===== src/rtl/selfprog_pkg.sv =====
package selfprog_pkg;

    typedef enum logic [2:0] {
        CMD_FILL  = 3'd0,
        CMD_ERASE = 3'd1,
        CMD_WRITE = 3'd2,
        CMD_LOCK  = 3'd3,
        CMD_REN   = 3'd4
    } cmd_e;

    localparam int IE_BIT  = 7;
    localparam int REN_BIT = 4;
    localparam int LBS_BIT = 3;
    localparam int PW_BIT  = 2;
    localparam int PE_BIT  = 1;
    localparam int EN_BIT  = 0;

    localparam logic [1:0] OP_ERASE = 2'd1;
    localparam logic [1:0] OP_WRITE = 2'd2;
    localparam logic [1:0] OP_REN   = 2'd3;

endpackage


===== src/rtl/selfprog_cmd_decode.sv =====
module selfprog_cmd_decode
    import selfprog_pkg::*;
(
    input  logic [7:0] wdata,
    output cmd_e       cmd
);
    // Fixed priority among command bits; no command bit means buffer fill.
    always_comb begin
        if (wdata[PE_BIT])       cmd = CMD_ERASE;
        else if (wdata[PW_BIT])  cmd = CMD_WRITE;
        else if (wdata[LBS_BIT]) cmd = CMD_LOCK;
        else if (wdata[REN_BIT]) cmd = CMD_REN;
        else                     cmd = CMD_FILL;
    end
endmodule


===== src/rtl/selfprog_window.sv =====
module selfprog_window #(
    parameter int ARM_WIN = 4,
    parameter int LD_WIN  = 3
) (
    input  logic clk,
    input  logic rst_n,
    input  logic load,
    input  logic run,
    output logic last,
    output logic ld_ok
);
    localparam int CW = $clog2(ARM_WIN + 1);
    localparam logic [CW-1:0] START  = CW'(ARM_WIN);
    localparam logic [CW-1:0] LD_MIN = CW'(ARM_WIN - LD_WIN);

    logic [CW-1:0] cnt_d, cnt_q;

    always_comb begin
        cnt_d = cnt_q;
        if (load)                          cnt_d = START;
        else if (run && cnt_q != '0)       cnt_d = cnt_q - 1'b1;
    end

    always_ff @(posedge clk or negedge rst_n) begin
        if (!rst_n) cnt_q <= '0;
        else        cnt_q <= cnt_d;
    end

    assign last  = (cnt_q == CW'(1));
    assign ld_ok = (cnt_q > LD_MIN);
endmodule


===== src/rtl/selfprog_ctrl.sv =====
module selfprog_ctrl
    import selfprog_pkg::*;
#(
    parameter int ZW       = 16,
    parameter int PAGE_LSB = 6,
    parameter int ARM_WIN  = 4,
    parameter int LD_WIN   = 3
) (
    input  logic                   clk,
    input  logic                   rst_n,
    input  logic                   reg_wr,
    input  logic [7:0]             reg_wdata,
    output logic [7:0]             reg_rdata,
    input  logic                   st_req,
    input  logic                   ld_req,
    input  logic [ZW-1:0]          z_ptr,
    input  logic [15:0]            st_data,
    input  logic [7:0]             lock_bits,
    input  logic [7:0]             fuse_bits,
    input  logic                   gie,
    input  logic                   op_done,
    output logic                   buf_wr,
    output logic [PAGE_LSB-2:0]    buf_addr,
    output logic [15:0]            buf_data,
    output logic                   buf_clr,
    output logic                   op_start,
    output logic [1:0]             op_kind,
    output logic [ZW-PAGE_LSB-1:0] op_page,
    output logic                   ld_valid,
    output logic [7:0]             ld_data,
    output logic                   cpu_halt,
    output logic                   irq
);
    localparam int AW = PAGE_LSB - 1;
    localparam int PW = ZW - PAGE_LSB;

    typedef struct packed {
        logic          ie;
        cmd_e          cmd;
        logic          en;
        logic          busy;
        logic          filled;
        logic          buf_wr;
        logic [AW-1:0] buf_addr;
        logic [15:0]   buf_data;
        logic          buf_clr;
        logic          op_start;
        logic [1:0]    op_kind;
        logic [PW-1:0] op_page;
        logic          ld_valid;
        logic [7:0]    ld_data;
    } state_t;

    state_t d, q;
    cmd_e   dec_cmd;
    logic   win_last, win_ld_ok;
    logic   wr_ok, acc_st, acc_ld, expire;

    selfprog_cmd_decode u_dec (
        .wdata (reg_wdata),
        .cmd   (dec_cmd)
    );

    selfprog_window #(.ARM_WIN(ARM_WIN), .LD_WIN(LD_WIN)) u_win (
        .clk   (clk),
        .rst_n (rst_n),
        .load  (wr_ok && reg_wdata[EN_BIT]),
        .run   (q.en && !q.busy),
        .last  (win_last),
        .ld_ok (win_ld_ok)
    );

    always_comb begin
        // A register write wins over an instruction strobe in the same cycle.
        wr_ok  = reg_wr && !q.busy;
        acc_st = st_req && q.en && !q.busy && !reg_wr;
        acc_ld = ld_req && !st_req && q.en && !q.busy && !reg_wr
                 && (q.cmd == CMD_LOCK) && win_ld_ok;
        expire = q.en && !q.busy && !reg_wr && !acc_st && !acc_ld && win_last;

        d          = q;
        d.buf_wr   = 1'b0;
        d.buf_clr  = 1'b0;
        d.op_start = 1'b0;
        d.ld_valid = 1'b0;

        if (wr_ok) begin
            d.ie  = reg_wdata[IE_BIT];
            d.en  = reg_wdata[EN_BIT];
            d.cmd = reg_wdata[EN_BIT] ? dec_cmd : CMD_FILL;
            if (reg_wdata[REN_BIT] && q.filled) begin
                d.buf_clr = 1'b1;
                d.filled  = 1'b0;
            end
        end else if (acc_st) begin
            unique case (q.cmd)
                CMD_FILL: begin
                    d.buf_wr   = 1'b1;
                    d.buf_addr = z_ptr[PAGE_LSB-1:1];
                    d.buf_data = st_data;
                    d.filled   = 1'b1;
                    d.en       = 1'b0;
                end
                CMD_ERASE, CMD_WRITE: begin
                    d.op_start = 1'b1;
                    d.op_kind  = (q.cmd == CMD_ERASE) ? OP_ERASE : OP_WRITE;
                    d.op_page  = z_ptr[ZW-1:PAGE_LSB];
                    d.busy     = 1'b1;
                end
                CMD_REN: begin
                    d.op_start = 1'b1;
                    d.op_kind  = OP_REN;
                    d.op_page  = z_ptr[ZW-1:PAGE_LSB];
                    d.en       = 1'b0;
                    d.cmd      = CMD_FILL;
                end
                default: begin
                    d.en  = 1'b0;
                    d.cmd = CMD_FILL;
                end
            endcase
        end else if (acc_ld) begin
            d.ld_valid = 1'b1;
            d.ld_data  = z_ptr[0] ? fuse_bits : lock_bits;
            d.en       = 1'b0;
            d.cmd      = CMD_FILL;
        end else if (expire) begin
            d.en  = 1'b0;
            d.cmd = CMD_FILL;
        end

        if (q.busy && op_done) begin
            d.busy = 1'b0;
            d.en   = 1'b0;
            d.cmd  = CMD_FILL;
            if (q.cmd == CMD_WRITE) d.filled = 1'b0;
        end
    end

    always_ff @(posedge clk or negedge rst_n) begin
        if (!rst_n) begin
            q.ie       <= 1'b0;
            q.cmd      <= CMD_FILL;
            q.en       <= 1'b0;
            q.busy     <= 1'b0;
            q.filled   <= 1'b0;
            q.buf_wr   <= 1'b0;
            q.buf_addr <= '0;
            q.buf_data <= '0;
            q.buf_clr  <= 1'b0;
            q.op_start <= 1'b0;
            q.op_kind  <= '0;
            q.op_page  <= '0;
            q.ld_valid <= 1'b0;
            q.ld_data  <= '0;
        end else begin
            q <= d;
        end
    end

    always_comb begin
        reg_rdata          = '0;
        reg_rdata[IE_BIT]  = q.ie;
        reg_rdata[REN_BIT] = (q.cmd == CMD_REN);
        reg_rdata[LBS_BIT] = (q.cmd == CMD_LOCK);
        reg_rdata[PW_BIT]  = (q.cmd == CMD_WRITE);
        reg_rdata[PE_BIT]  = (q.cmd == CMD_ERASE);
        reg_rdata[EN_BIT]  = q.en;
    end

    assign buf_wr   = q.buf_wr;
    assign buf_addr = q.buf_addr;
    assign buf_data = q.buf_data;
    assign buf_clr  = q.buf_clr;
    assign op_start = q.op_start;
    assign op_kind  = q.op_kind;
    assign op_page  = q.op_page;
    assign ld_valid = q.ld_valid;
    assign ld_data  = q.ld_data;
    assign cpu_halt = q.busy;
    assign irq      = q.ie && gie && !q.en;
endmodule


===== config.mk =====
export PLATFORM = sky130hd
export DESIGN_NAME = selfprog_ctrl
export DESIGN_NICKNAME = d
export VERILOG_FILES = /design/src/rtl/selfprog_pkg.sv /design/src/rtl/selfprog_cmd_decode.sv /design/src/rtl/selfprog_window.sv /design/src/rtl/selfprog_ctrl.sv
export SDC_FILE = /design/constraint.sdc
export NUM_CORES = 1
export LEC_CHECK = 0
export BUFFER_PORTS_ARGS = -buffer_cell sky130_fd_sc_hd__clkbuf_2
export CORE_MARGIN = 4
export CORE_UTILIZATION = 48
export CTS_CLUSTER_DIAMETER = 120
export DETAILED_ROUTE_END_ITERATION = 8
export PLACE_DENSITY = 0.8
export SLEW_MARGIN = 20
export SYNTH_ARGS = -nofsm -noshare
export SYNTH_HDL_FRONTEND = slang
export SYNTH_HIERARCHICAL = 1
export SYNTH_SLANG_ARGS = --single-unit

===== constraint.sdc =====
create_clock -name clk -period 2.19 [get_ports clk]
set_clock_uncertainty 0.05 [all_clocks]
set_input_delay 0.438 -clock clk [delete_from_list [all_inputs] [get_ports clk]]
set_output_delay 0.438 -clock clk [all_outputs]
set_load 0.01 [all_outputs]

==> flow_summary.toml <==
[sta]
drv_slew = 0
fin_crit_sh_pct = 86.76
layout_setup_ws_ps = 290.0
finalHoldViolCount = 0
fmax_mhz = 526.3
setup-tns-final_ps = 0
setup_viol = 0
fin_crit_ps = 1900
rsz0062_at_grt = "false"
holdWs_ps = 192.7
worstMarginPinSlew_ps = 681.4
slew_headroom_pct = 54.57

[floorplanning]
die_w_microns = 84.04
die_h_microns = 84.04
core-area_sq_mm = 0.005540
initial_core_util_pct = 50.09
io_pins = 118
rows = 27
die_area_sq_mm = 0.007062

[placed_design]
place_inst = 384
place_congestion = 0.7879
place_ws_ps = 97.63
dp_hpwl_mm = 4.140
port_buffers = 113

[synth]
synth_ff_type = "dfrtp_1"
synthMuxAreaShare_pct = 16.68
synthAdderAreaFrac_pct = 1.353
async_flop_share_pct = 100.0
synth-xor-area-share_pct = 0.3156
synth_cells = 242
synth_edf_count = 0
yosysSeqAreaShare_pct = 49.59
synth_cell_types = 39
synth_compound_area_share_pct = 6.312
syn_avg_cell_area_sq_um = 11.47
synthSimpleGateAreaFrac_pct = 10.14
yosys_warnings = 6
synth_top_family_by_area = "multiplexers"
syn_area_sq_mm = 0.002775
synth_seq_cells = 55

[clock_network]
htree_num_levels = 2
path_clk_slew_ps = 90
cts_tree = "yes"
cts_sinks = 55
clock_latency_ps = 300
cts_root_buffer = "clkbuf_8"
holdBufCountCts = 0
cts_buffers = 5
clock_path_buffers = 2

[hold_path]
hold_path_class = "primary input to asynchronous set/reset pin"

[drt]
vias = 1895
drc = 0
drt-initial-drc-count = 81
wl_per_cell_microns = 13.45
firstDrtPassIters = 4
viasPerCell = 4.834
wirelength_mm = 5.271
postRouteAntennaNets = 0

[pwr]
ir_worst_vdd_uv = 608.1
p_leak_nw = 1.717
p_per_area_mw_per_mm2 = 1006

[cells_and_area]
fin_nets = 385
finalNonFillerCells = 392
area_growth_pct = 16.23
antenna_cells = 0
drive_above_1_share_pct = 53.75
nFillCells = 493

[global_routing]
grt_pass1_wl_mm = 9.087
antenna_found_initial = 0
grt_usage_pct = 15.67
grt_max_degree = 56
grt_pass1_vias = 1985
grt_overflow_total = 0

[run_status]
status = "finished clean"

[critical_path]
crit_type = "flip-flop to flip-flop"
critical_path_required_ps = 2330
arrival_ps = 2040
critPathCaptureType = "flip-flop"
cp-start-kind = "flip-flop"
crit_fanout = 4

[flow_run]
cap_violations = 0
[cell usage in the layout, fill, tap and decap left out, types with 2 or more instances in the layout]
cell type / instances
mux2_2: 33
ha_1: 3
nand2_1: 12
a31oi_1: 3
clkbuf_8: 6
buf_4: 10
and2_1: 2
nor2b_1: 2
a21oi_1: 14
a221o_1: 2
dfrtp_1: 55
clkbuf_2: 113
o21ai_0: 2
and3_1: 3
conb_1: 2
nor2_1: 21
inv_1: 6
mux2i_1: 8
[report_power, final]
group	switching [mW]	internal (mW)	total, mW
logic	0.553	0.585	1.14
registers	0.178	1.36	1.53
clock network	0.312	0.260	0.572
[registers in the layout (all words and copies together) (netlist names)]
signal,cells
u_win/cnt_q,3
buf_clr,1
q,4
buf_wr,1
op_start,1
ld_valid,1
cpu_halt,1
reg_rdata,2
buf_data,16
op_page,10
buf_addr,5
op_kind,2
ld_data,8
[cell usage after synthesis, types with 3 or more instances]
master   count  area share [%]
dfrtp_1     55              50
buf_4       47              13
mux2_2      33              13
nor2_1      21             2.8
a21oi_1     14             2.5
nand2_1     12             1.6
mux2i_1      8             2.9
inv_1        6            0.81
buf_2        4            0.72
a31oi_1      3            0.68
and3_1       3            0.68
ha_1         3             1.4
o21ai_0      3            0.54
[logic make-up after synthesis]
group / count (synthesis)
muxes: 42
AOI/OAI and AO/OA: 28
and+or+nand+nor: 50
DFF: 55
buffers and inverters: 62
adders and majority gates: 3
xor gates and xnor gates: 1
other: 1
[routing by layer]
| metal | vias to the layer above | GRT usage, % | part of all wire, % |
|---|---|---|---|
| met1 | 909 | 18.28 | 40 |
| met3 | 2 | 4.344 | 6.1 |
| met2 | 61 | 28.34 | 53 |
| met5 | - | 0 | 0 |
| li1 | 923 | - | - |
| met4 | 0 | 3.655 | 0.68 |
[layout make-up]
type                            instances  area [sq um]  share of cell area (%)
Timing Repair Buffer                  124         660.6                   20.48
Inverter                                7         26.28                  0.8146
Clock buffer                            7         86.33                   2.676
Sequential cell                        55          1376                   42.67
Clock inverter                          1         8.758                  0.2715
Multi-Input combinational cell        126         977.2                   30.29
Tap cell                               72         90.09                   2.793
[critical path: stages, from the launching register on]
cell,delay (ps)
dfrtp_1,420
ha_1,220
o21ai_0,180
nand4b_1,200
o211ai_1,290
nand2_1,120
a221o_1,310
[what timing repair did]
| action | CTS | global route |
|---|---|---|
| resized for setup | 0 | 1 |
| endpoints found under the setup margin | 0 | 10 |
| buffers inserted | 0 | 0 |
[final timing paths]
check | start | to | slack [ps] | cells after the start
setup / recovery | u_win/cnt_q[0] | q[49] | 290 | 6
hold / removal | rst_n | buf_data[14] | 190 | 2
setup reg to reg | u_win/cnt_q[0] | q[49] | 290 | 6
hold reg to reg | buf_data[2] | buf_data[2] | 460 | 1
max in group asynchronous | rst_n | op_page[7] | 1430 | 2
min in group clk | op_done | q[45] | 280 | 2
[stage by stage]
| step | power, mW | area (sq um) | util [%] |
|---|---|---|---|
| floorplan | 2.611 | 2779 | - |
| global placement | 2.659 | 3127 | 56.44 |
| detailed placement | 2.716 | 3127 | 56.44 |
| CTS | 3.290 | 3222 | 58.15 |
| global route | 3.488 | 3226 | 58.22 |
| finish | 3.245 | 3226 | 58.22 |
Note: power is estimated with default switching activity, not from simulation.
